`config.mk`:
```
export PLATFORM = sky130hd
export DESIGN_NAME = frame_seq
export DESIGN_NICKNAME = d
export VERILOG_FILES = /design/src/rtl/frame_seq_pkg.sv /design/src/rtl/frame_seq_link.sv /design/src/rtl/frame_seq_port.sv /design/src/rtl/frame_seq.sv
export SDC_FILE = /design/constraint.sdc
export NUM_CORES = 1
export LEC_CHECK = 0
export BUFFER_PORTS_ARGS = -buffer_cell sky130_fd_sc_hd__buf_2
export CAP_MARGIN = 20
export CORE_MARGIN = 5
export CORE_UTILIZATION = 54
export DETAILED_ROUTE_END_ITERATION = 8
export HOLD_SLACK_MARGIN = 0.03
export PLACE_DENSITY_LB_ADDON = 0.3
export SLEW_MARGIN = 20
export SYNTH_ARGS = -nofsm -noshare
export SYNTH_HDL_FRONTEND = slang
export SYNTH_HIERARCHICAL = 1
export SYNTH_SLANG_ARGS = --single-unit
export TNS_END_PERCENT = 1
```
`constraint.sdc`:
```
create_clock -name clk -period 5.6 [get_ports clk]
set_input_delay 0.56 -clock clk [delete_from_list [all_inputs] [get_ports clk]]
set_output_delay 0.56 -clock clk [all_outputs]
set_load 0.005 [all_outputs]
```
`src/rtl/frame_seq_pkg.sv`:
```
package frame_seq_pkg;

    typedef enum logic [2:0] {
        FS_IDLE,
        FS_PUSH_RA,
        FS_PUSH_FP,
        FS_POP_FP,
        FS_POP_PC,
        FS_DONE
    } fs_state_e;

    typedef enum logic [1:0] {
        CK_CALL_IMM = 2'b00,
        CK_CALL_REG = 2'b01,
        CK_RETURN   = 2'b10,
        CK_RSVD     = 2'b11
    } cmd_kind_e;

endpackage

```
`src/rtl/frame_seq_link.sv`:
```
module frame_seq_link #(
    parameter int XLEN    = 32,
    parameter int ABS_LEN = 6,
    parameter int REG_LEN = 2
) (
    input  logic            is_abs,
    input  logic [XLEN-1:0] pc,
    output logic [XLEN-1:0] ret_addr
);
    localparam logic [XLEN-1:0] ABS_STEP = XLEN'(ABS_LEN);
    localparam logic [XLEN-1:0] REG_STEP = XLEN'(REG_LEN);

    // Return point lies just past the call instruction; length depends on form.
    always_comb begin
        ret_addr = pc + (is_abs ? ABS_STEP : REG_STEP);
    end
endmodule

```
`src/rtl/frame_seq_port.sv`:
```
module frame_seq_port
    import frame_seq_pkg::*;
#(
    parameter int XLEN = 32
) (
    input  fs_state_e       st,
    input  logic [XLEN-1:0] sp,
    input  logic [XLEN-1:0] fp,
    input  logic [XLEN-1:0] ra,
    output logic            req,
    output logic            we,
    output logic [XLEN-1:0] addr,
    output logic [XLEN-1:0] wdata
);
    // Every stack access is addressed by the working stack pointer.
    always_comb begin
        req   = 1'b0;
        we    = 1'b0;
        wdata = '0;
        addr  = sp;
        unique case (st)
            FS_PUSH_RA: begin req = 1'b1; we = 1'b1; wdata = ra; end
            FS_PUSH_FP: begin req = 1'b1; we = 1'b1; wdata = fp; end
            FS_POP_FP:  begin req = 1'b1; end
            FS_POP_PC:  begin req = 1'b1; end
            default:    begin end
        endcase
    end
endmodule

```
`src/rtl/frame_seq.sv`:
```
module frame_seq
    import frame_seq_pkg::*;
#(
    parameter int XLEN    = 32,
    parameter int ABS_LEN = 6,
    parameter int REG_LEN = 2
) (
    input  logic            clk,
    input  logic            rst_n,
    input  logic            cmd_valid,
    input  logic [1:0]      cmd_kind,
    input  logic [XLEN-1:0] cur_pc,
    input  logic [XLEN-1:0] cur_sp,
    input  logic [XLEN-1:0] cur_fp,
    input  logic [XLEN-1:0] target,
    output logic            mem_req,
    output logic            mem_we,
    output logic [XLEN-1:0] mem_addr,
    output logic [XLEN-1:0] mem_wdata,
    input  logic            mem_ack,
    input  logic [XLEN-1:0] mem_rdata,
    output logic [XLEN-1:0] new_sp,
    output logic [XLEN-1:0] new_fp,
    output logic [XLEN-1:0] new_pc,
    output logic            done
);
    localparam int              WORD_BYTES = XLEN / 8;
    localparam logic [XLEN-1:0] ONE_WORD   = XLEN'(WORD_BYTES);
    localparam logic [XLEN-1:0] TWO_WORDS  = XLEN'(2 * WORD_BYTES);

    typedef struct packed {
        fs_state_e       st;
        logic [XLEN-1:0] sp;
        logic [XLEN-1:0] fp;
        logic [XLEN-1:0] pc;
        logic [XLEN-1:0] tgt;
        logic [XLEN-1:0] ra;
    } seq_regs_t;

    seq_regs_t r_q, r_d;
    logic [XLEN-1:0] link_ra;
    cmd_kind_e       kind;

    assign kind = cmd_kind_e'(cmd_kind);

    frame_seq_link #(
        .XLEN    (XLEN),
        .ABS_LEN (ABS_LEN),
        .REG_LEN (REG_LEN)
    ) u_link (
        .is_abs   (kind == CK_CALL_IMM),
        .pc       (cur_pc),
        .ret_addr (link_ra)
    );

    frame_seq_port #(.XLEN(XLEN)) u_port (
        .st    (r_q.st),
        .sp    (r_q.sp),
        .fp    (r_q.fp),
        .ra    (r_q.ra),
        .req   (mem_req),
        .we    (mem_we),
        .addr  (mem_addr),
        .wdata (mem_wdata)
    );

    always_comb begin
        r_d = r_q;
        unique case (r_q.st)
            FS_IDLE: begin
                if (cmd_valid) begin
                    unique case (kind)
                        CK_CALL_IMM, CK_CALL_REG: begin
                            r_d.sp  = cur_sp - TWO_WORDS;
                            r_d.fp  = cur_fp;
                            r_d.pc  = cur_pc;
                            r_d.ra  = link_ra;
                            r_d.tgt = target;
                            r_d.st  = FS_PUSH_RA;
                        end
                        CK_RETURN: begin
                            r_d.sp = cur_fp;
                            r_d.fp = cur_fp;
                            r_d.pc = cur_pc;
                            r_d.st = FS_POP_FP;
                        end
                        default: begin end
                    endcase
                end
            end
            FS_PUSH_RA: if (mem_ack) begin
                r_d.sp = r_q.sp - ONE_WORD;
                r_d.st = FS_PUSH_FP;
            end
            FS_PUSH_FP: if (mem_ack) begin
                r_d.fp = r_q.sp;
                r_d.pc = r_q.tgt;
                r_d.st = FS_DONE;
            end
            FS_POP_FP: if (mem_ack) begin
                r_d.fp = mem_rdata;
                r_d.sp = r_q.sp + ONE_WORD;
                r_d.st = FS_POP_PC;
            end
            FS_POP_PC: if (mem_ack) begin
                r_d.pc = mem_rdata;
                r_d.sp = r_q.sp + TWO_WORDS;
                r_d.st = FS_DONE;
            end
            default: r_d.st = FS_IDLE;
        endcase
    end

    always_ff @(posedge clk) begin
        if (!rst_n) begin
            r_q <= '{st: FS_IDLE, default: '0};
        end else begin
            r_q <= r_d;
        end
    end

    assign new_sp = r_q.sp;
    assign new_fp = r_q.fp;
    assign new_pc = r_q.pc;
    assign done   = (r_q.st == FS_DONE);

    AST_REQ_HOLD: assert property (@(posedge clk) disable iff (!rst_n)
        mem_req && !mem_ack |=> mem_req && $stable(mem_addr) && $stable(mem_we) && $stable(mem_wdata));

    AST_DONE_PULSE: assert property (@(posedge clk) disable iff (!rst_n)
        done |=> !done);

    AST_DONE_QUIET: assert property (@(posedge clk) disable iff (!rst_n)
        done |-> !mem_req);

    AST_PUSH_STEP: assert property (@(posedge clk) disable iff (!rst_n)
        mem_req && mem_we && mem_ack |=>
            (mem_req && mem_we && mem_addr == $past(mem_addr) - ONE_WORD) || (done && new_fp == new_sp));

    AST_POP_STEP: assert property (@(posedge clk) disable iff (!rst_n)
        mem_req && !mem_we && mem_ack |=>
            (mem_req && !mem_we && mem_addr == $past(mem_addr) + ONE_WORD) ||
            (done && new_sp == $past(mem_addr) + TWO_WORDS));

    AST_BUSY_IGNORE: assert property (@(posedge clk) disable iff (!rst_n)
        done |=> !mem_req);
endmodule

```
## After elaboration in Yosys (flattened, before gate mapping)

Cells that the tools add are included.

| cells by class | value |
|---|---|
| $add $sub $neg | 5 |
| eq/ne operators | 13 |
| muxes and demuxes | 17 |
| reduce and logical (&&, ||, !) cells | 13 |

Operator list:

| operator | number |
|---|---|
| $pmux W99 S2 | 1 |
| $pmux W32 S3 | 2 |
| $mux W163 | 1 |
| $mux W64 | 2 |
| $pmux W32 S4 | 1 |
| $mux W35 | 2 |
| $mux W67 | 1 |
| $pmux W32 S2 | 1 |
| $add A32 B3 Y32 const B | 1 |
| $add A32 B32 Y32 | 1 |
| $add A32 B4 Y32 const B | 1 |
| $mux W32 | 1 |
| $sub A32 B3 Y32 const B | 1 |
| $sub A32 B4 Y32 const B | 1 |
| $pmux W3 S5 | 1 |
| $reduce_and A6 Y1 | 2 |
| $ne A2 B2 Y1 const B | 5 |
| $reduce_and A5 Y1 | 2 |
| $eq A3 B2 Y1 const B | 2 |
| $eq A3 B3 Y1 const B | 2 |
| $mux W3 | 2 |
| $reduce_bool A3 Y1 | 2 |
| $reduce_bool A4 Y1 | 1 |
| $reduce_or A2 Y1 | 2 |
| 9 further kinds | 10 |

| storage, ports and cells | value |
|---|---|
| register bits | 163 |
| bits of input ports | 166 |
| output and inout port bits | 163 |
| logic and storage cells | 54 |

## Longest topological paths before layout

Gate-level depths: netlist of run 1.

| logic depth | value |
|---|---|
| depth after elaboration | 6 |
| depth in mapped cells | 16 |
| gate-level depth less buffers | 12 |

## By module

Netlist of run 1, hierarchy kept.

Modules (own cells, without submodules):

| module | instances | cells an instance | area an instance (um^2) | sequential area each (um^2) |
|---|---|---|---|---|
| frame_seq | 1 | 1335 | 10447.5 | 3263.1 |
| frame_seq_port | 1 | 148 | 1249.9 | 0.0 |
| frame_seq_link | 1 | 91 | 668.1 | 0.0 |

## Worst setup path before layout of run 1

OpenSTA, ideal clock, no wires.

| timing | value |
|---|---|
| path kind | reg-to-reg |
| start | register r_q[160] in the netlist's numbering |
| end | register r_q (netlist bit new_sp[20]) |
| setup time | 0.133 ns |
| data arrival time | 3.783 ns |
| required time | 5.467 ns |
| slack | 1.684 ns |
| cell stages (with the launch flop) | 16 |
| path buffers | 3 |
| period minus slack after synthesis | 3.916 ns |
| cells stage by stage | dfxtp_1 > nor2b_1 > clkbuf_1 > and2_1 > clkbuf_1 > clkbuf_1 > inv_1 > ha_1 > a211oi_1 > o211ai_1 > o21ai_1 > o22ai_1 > a221o_1 > xor2_1 > a221oi_1 > a21oi_1 |

| between the ends | value |
|---|---|
| longest elaborated chain between the ends | 3 |
| elaborated cells between the ends (all ways) | 12 |
| classes of those cells | 8 x eq/ne; 1 x mux; 3 x reduce/logical |

Ends and longest elaborated chain:

| what | RTL line | RTL |
|---|---|---|
| start, declared | frame_seq.sv:40 | `seq_regs_t r_q, r_d;` |
| start signal, assigned | frame_seq.sv:118 | `r_q <= r_d;` |
| $eq A3 B2 Y1, or another cell as far along | frame_seq.sv:69 | `unique case (r_q.st)` |
| $reduce_bool A4 Y1 (no source line), or another cell as far along | -- |  |
| $reduce_and A6 Y1 (no source line) | -- |  |

Parallel ways exist; a longest one is shown, timed or not.
A chain may end at the register's enable or synchronous reset.

## Worst setup path after layout of run 1

| timing | value |
|---|---|
| start | register r_q[160] in the netlist's numbering |
| end | register r_q (netlist bit new_sp[19]) |

Same word-level chain as after synthesis.

==> out/metrics.csv, run 1 <==
metric,value,unit
outcome,"complete, but fails checks",
violations,DRC,
grt_max_degree,90,
post-dp-hpwl,32800,um
htreeDepth,4,
syn_avg_cell_area,7.86,um2
peakVddDrop,0.169,mV
rr_worst_depth,14,
critPathLaunch,r_q[160],
final_nets,1899,
cts_resized,0,
first_pass_iters,9,
instances_no_fill,2005,
cts_sinks,163,
drive_above_1_share,25.7,%
synth_top_cell_by_area,dfxtp_1,
synthFlopType,dfxtp_1,
drt_iter0_drc,1805,
slew_viol_final,0,
cp_cell_sequence,nor2b_1 > buf_4 > and2_1 > inv_1 > buf_4 > ha_1 > o211ai_1 > o21ai_1 > o2111ai_1 > a311oi_1 > nor2b_1 > xnor2_1 > a221oi_1 > a21oi_1,
areaGrowthSynthToFinish,10.3,%
syn_nets,1779,
synth-seq-cells,163,
crit_path_end_kind,register,
crit_path_max_fanout,35,
cts_tree,built,
die_w,161,um
path_buf_inv,3,
power,4360,uW
fmax,0.233,GHz
syn_inst,1574,
synth_warnings,6,
hold_depth,3,
vias,12584,
synth_area,0.0124,mm2
post_cts_buffers,0,
ys_types,75,
yosysTopAreaCellShare,26.4,%
skew,16.0,ps
async_flop_share,0,%
clockRootBuffer,clkbuf_16,
die_area,0.0260,mm2
drcViolationCount,8,
clk_latency,440,ps
gr-total-overflow,0,
setup_viol,0,
rsz0062_at_grt,no,
crit_path_start_kind,register,
leakage,0.00548,uW
cp.depth,14,
ys_seq_area_share,26.4,%
ant_nets,0,
initial_core_util,54.8,%
crit_required,5910,ps
wl_per_cell,22.1,um
core_area,0.0226,mm2
cp_data_arrival_time,4600,ps
fp.dieH,161,um
cts_max_path_buffers,2,
hp-class,input port to register,
rows,55,
grt_pass1_vias,11282,
tns,0,ps
finalWorstPathRequiredPeriod,4280,ps
slowest_delay,780,ps
final_hold_viol_count,0,
io_pins,329,
r2r_end,new_sp[19],
cp_slowest_cell,dfxtp_1,
crit_family,compound AO/OA/AOI/OAI gates,
vias_per_cell,6.28,
relSlewSlack,29.9,%
crit_end,new_sp[19],
cts-buffers-inserted,17,
crit_type,register to register,
clkTransAtPathRegs,70,ps
grt.total_usage,32.1,%
reg2reg_setup_slack,1320,ps
tightest_slew,1050,ps
power_density,320,mW/mm2
grt_pass1_wl,66600,um
wl,44400,um
synth_area_leaders,"dfxtp_1 26%, buf_4 8.1%, nand2_1 5.8%",
portBuffers,328,
postCtsHoldBufs,0,
r2r_start,r_q[160],
place_inst,1959,
post-route-period-util,76.5,%
max-cap-violations,0,
synth_edf_count,0,
gp_congestion,0.981,
antenna_found_initial,12,
power by group:
group | total, uW | switching (uW) | internal [uW]
combinational | 1700 | 1000 | 698
sequential | 1490 | 196 | 1300
clock | 1170 | 576 | 593
worst reg2reg max path, cell delays in order, from the launching register on:
cell	delay [ps]
dfxtp_1	780
nor2b_1	220
buf_4	320
and2_1	200
inv_1	40
buf_4	260
ha_1	450
o211ai_1	110
o21ai_1	350
o2111ai_1	210
a311oi_1	530
nor2b_1	150
xnor2_1	150
a221oi_1	290
a21oi_1	100
how the worst min path moves through the flow:
stage | startpoint | end | slack (ps)
after global placement | r_q[63] | r_q[63] | 440
after CTS | target[0] | r_q[32] | 350
after global routing | target[29] | r_q[61] | 360
final | target[0] | r_q[32] | 360
after detailed placement | r_q[58] | r_q[58] | 450
after floorplan | r_q[35] | r_q[35] | 440
registers in the layout, indices dropped and copies added (netlist names):
signal / count
new_sp: 32
new_fp: 32
r_q: 67
new_pc: 32
synthesized netlist by cell type (12+ instances only):
cell type and number:
nand2_1 190, dfxtp_1 163, nor2_1 135, a21oi_1 134
buf_4 133, a211oi_1 81, clkbuf_1 81, a222oi_1 66
xnor2_1 64, inv_1 48, o21ai_0 46, nand2b_1 39
ha_1 37, nand3_1 37, xor2_1 34, o32ai_2 30
nor3_1 24, nand4_1 20, buf_2 14, a21o_1 13
a221oi_1 12
cells in the final DEF (no fill, tap or decap), drive strengths merged, types with 40 or more instances in the layout:
cell	netlist	routed
a211oi	81	81
xnor2	64	64
dfxtp	163	163
a21oi	134	134
inv	49	55
nor2	136	136
a222oi	66	66
nand2b	40	40
o21ai	57	57
nand2	190	190
buf	163	345
cell families after synthesis:
logic type      after synthesis  synth area share [%]
compound gates              457                  27.7
flops                       163                  26.4
simple gates                521                  20.9
fa+ha+maj                    39                  4.07
mux                           3                 0.243
xor+xnor                     98                  6.94
buf+inv                     293                  13.7
per-stage QoR:
step                worst slack (ps)  utilization (%)  area [um2]  hold WS [ps]
finish                          1320             60.4       13600           362
global route                     855             60.4       13600           357
CTS                             1300             60.2       13600           348
detailed placement              1330             57.7       13000           446
global placement                1390             57.7       13000           442
floorplan                       1680                -       12400           436
cell type report:
type	count	area, um2
well taps	285	357
flip-flops and latches	163	3260
inverters	49	186
clock buffers	18	429
fillers	2110	8930
repair buffers	345	1770
diodes	13	32.5
multi-input cells	1118	7460
clock inverters	14	145
routing by layer:
metal | vias up | wire (um) | GRT usage [%]
met2 | 728 | 19300 | 48.3
met3 | 119 | 4910 | 6.79
met1 | 5859 | 18400 | 44.9
met4 | 0 | 1740 | 13.1
met5 | - | 0 | 0
li1 | 5878 | - | -
(Power assumes the default switching activity.)
==> run 2, diff against run 1 <==
ABC_AREA = 1   (was not set)
CORE_UTILIZATION = 50   (was 54)
clock period = 3.6 ns   (was 5.6 ns; I/O delays follow)
==> run 2 against run 1 <==
Net effect:
- the run now ends clean
- combinational power rose to 4.9 times the previous value
- design area up 14%
- clock skew up 4.4 ps
- final cell count up 43%
- sequential power up 99%
- core utilization down 4.6 points
- via count up 35%
- area after synthesis up 14%
- worst hold slack worse by 170 ps
- synthesized cell count up 48%
- critical path type unchanged
==> out/metrics.csv, run 2 <==
metric,value,unit
hold_depth,3,
p_switching,7430,uW
gp_congestion,1.05,
layout_common_cells,"559 x nand2_1, 328 x buf_2, 297 x nor2_1",
die_w,178,um
wl_per_cell,21.5,um
final_hold_viol_count,0,
hold_slack,187,ps
cts_resized,0,
areaGrowthSynthToFinish,10.1,%
synth_edf_count,0,
hp-class,input port to register,
grt.total_usage,37.0,%
final_nets,2671,
first_pass_iters,6,
antenna_found_initial,1,
cp_data_arrival_time,3550,ps
outcome,"complete, no violations",
io_pins,329,
preCtsSetupSlack,477,ps
skew,20.4,ps
max-cap-violations,0,
rows,61,
ant_nets,0,
cts_tree,built,
postCtsHoldBufs,0,
syn_avg_cell_area,6.05,um2
synthTopCellsByCount,"560 x nand2_1, 297 x nor2_1, 233 x inv_1",
tightest_slew,1160,ps
largest_register_ffs,67,
portBuffers,328,
r2r_start,r_q[161],
cp.depth,10,
crit_family,buffers and inverters,
final_common_cell,nand2_1,
grt_pass1_vias,14905,
fin_util,55.9,%
slowest_delay,810,ps
yosysTopAreaCellShare,23.1,%
clockRootBuffer,clkbuf_16,
p_int,5880,uW
clkTransAtPathRegs,90,ps
synthFlopType,dfxtp_1,
netSwitchingFraction,55.8,%
p_comb_share,62.9,%
drive_above_1_share,17.4,%
whs_endpoint,r_q[32],
pwr-share-seq,22.3,%
reg2reg_setup_slack,380,ps
ys_types,48,
crit_required,3930,ps
crit_path_end_kind,register,
power,13300,uW
htreeDepth,4,
vias_per_cell,5.93,
gr-total-overflow,0,
power_frac_clock,14.8,%
ys_seq_area_share,23.1,%
min-delay-start,target[0],
cp_cell_sequence,buf_4 > inv_2 > nand2_4 > nor2_4 > nand2_4 > nand3_4 > a21oi_4 > inv_2 > nor2_1 > nor2_1,
cts_sinks,163,
regMostFlops,r_q,
drcViolationCount,0,
clk_latency,440,ps
cp_slowest_cell,a21oi_4,
async_flop_share,0,%
slew_viol_final,0,
finalWorstPathRequiredPeriod,3220,ps
synth-seq-cells,163,
wl,61600,um
synth_area_leaders,"dfxtp_1 23%, nand2_1 15%, nor2_1 7.9%",
path_buf_inv,3,
crit_path_max_fanout,43,
leakage,0.00750,uW
cts_max_path_buffers,2,
post-dp-hpwl,48900,um
drt_iter0_drc,2277,
rr_worst_depth,10,
tns,0,ps
fp.dieH,178,um
post-route-worst-setup-slack,383,ps
cts-buffers-inserted,17,
synth_warnings,6,
r2r_end,new_pc[12],
rsz0062_at_grt,no,
power_density,857,mW/mm2
yosysMostFrequentCell,nand2_1,
synth_area,0.0141,mm2
setup_viol,0,
post_cts_buffers,0,
crit_type,register to register,
synth_top_cell_by_area,dfxtp_1,
peakVddDrop,0.481,mV
relSlewSlack,22.7,%
crit_path_start_kind,register,
grt_pass1_wl,90100,um
die_area,0.0317,mm2
fmax,0.311,GHz
core_area,0.0278,mm2
post-route-period-util,89.4,%
vias,16961,
syn_inst,2333,
initial_core_util,50.8,%
syn_nets,2538,
grt_max_degree,67,
run 2: cell families (layout without fill, tap and decap cells):
| group | after synthesis | in the layout | share of synthesized area [%] |
|---|---|---|---|
| compound gates | 410 | 410 | 16.7 |
| xor+xnor | 26 | 26 | 1.61 |
| fa+ha+maj | 39 | 39 | 3.57 |
| buf+inv | 487 | 633 | 17.5 |
| flops | 163 | 163 | 23.1 |
| other cells | 0 | 2 | 0 |
| simple gates | 1208 | 1208 | 37.5 |
run 2: how the worst max path moves through the flow:
stage          slack (ps)     start         end
2_1_floorplan         300  r_q[162]  new_sp[16]
3_3_place_gp          560  r_q[161]  new_pc[26]
3_5_place_dp          480  r_q[161]  new_pc[29]
4_1_cts               500  r_q[161]  new_pc[25]
5_1_grt               180  r_q[161]  new_pc[17]
6_report              380  r_q[161]  new_pc[12]
run 2: power groups by stage:
stage / clock [uW] / combinational [uW] / sequential (uW)
after floorplan: 0 / 6230 / 2670
after global placement: 0 / 8010 / 2960
after detailed placement: 0 / 8090 / 2970
after CTS: 1960 / 8130 / 2920
after global routing: 2050 / 9170 / 3000
final: 1970 / 8380 / 2960
run 2: layout make-up:
type	instances	area (um2)
Antenna cell	2	5.00
Clock buffer	18	439
Clock inverter	14	180
Fill cell	2968	12300
Inverter	248	936
Multi-Input combinational cell	1683	8390
Sequential cell	163	3260
Tap cell	378	473
Timing Repair Buffer	353	1840
run 2: layer usage:
layer  global-route usage (%)  up-vias  wire length (um)
met5                        0        -                 0
met1                     52.3     7878             25800
li1                         -     7867                 -
met4                     11.6        0              1910
met3                     7.80      113              7280
met2                     56.6     1103             26600
run 2: through the flow:
step	instances	cell area, um2
final	2859	15500
after detailed placement	2825	14900
after CTS	2857	15500
after global routing	2858	15500
after global placement	2825	14900
after floorplan	2333	14100
run 2: worst register-to-register path: cells and delay by family (launching register included):
family	cells	cell delay, ps
buffers and inverters	3	1020
and+or+nand+nor	6	930
AOI/OAI and AO/OA	1	810
DFF	1	350
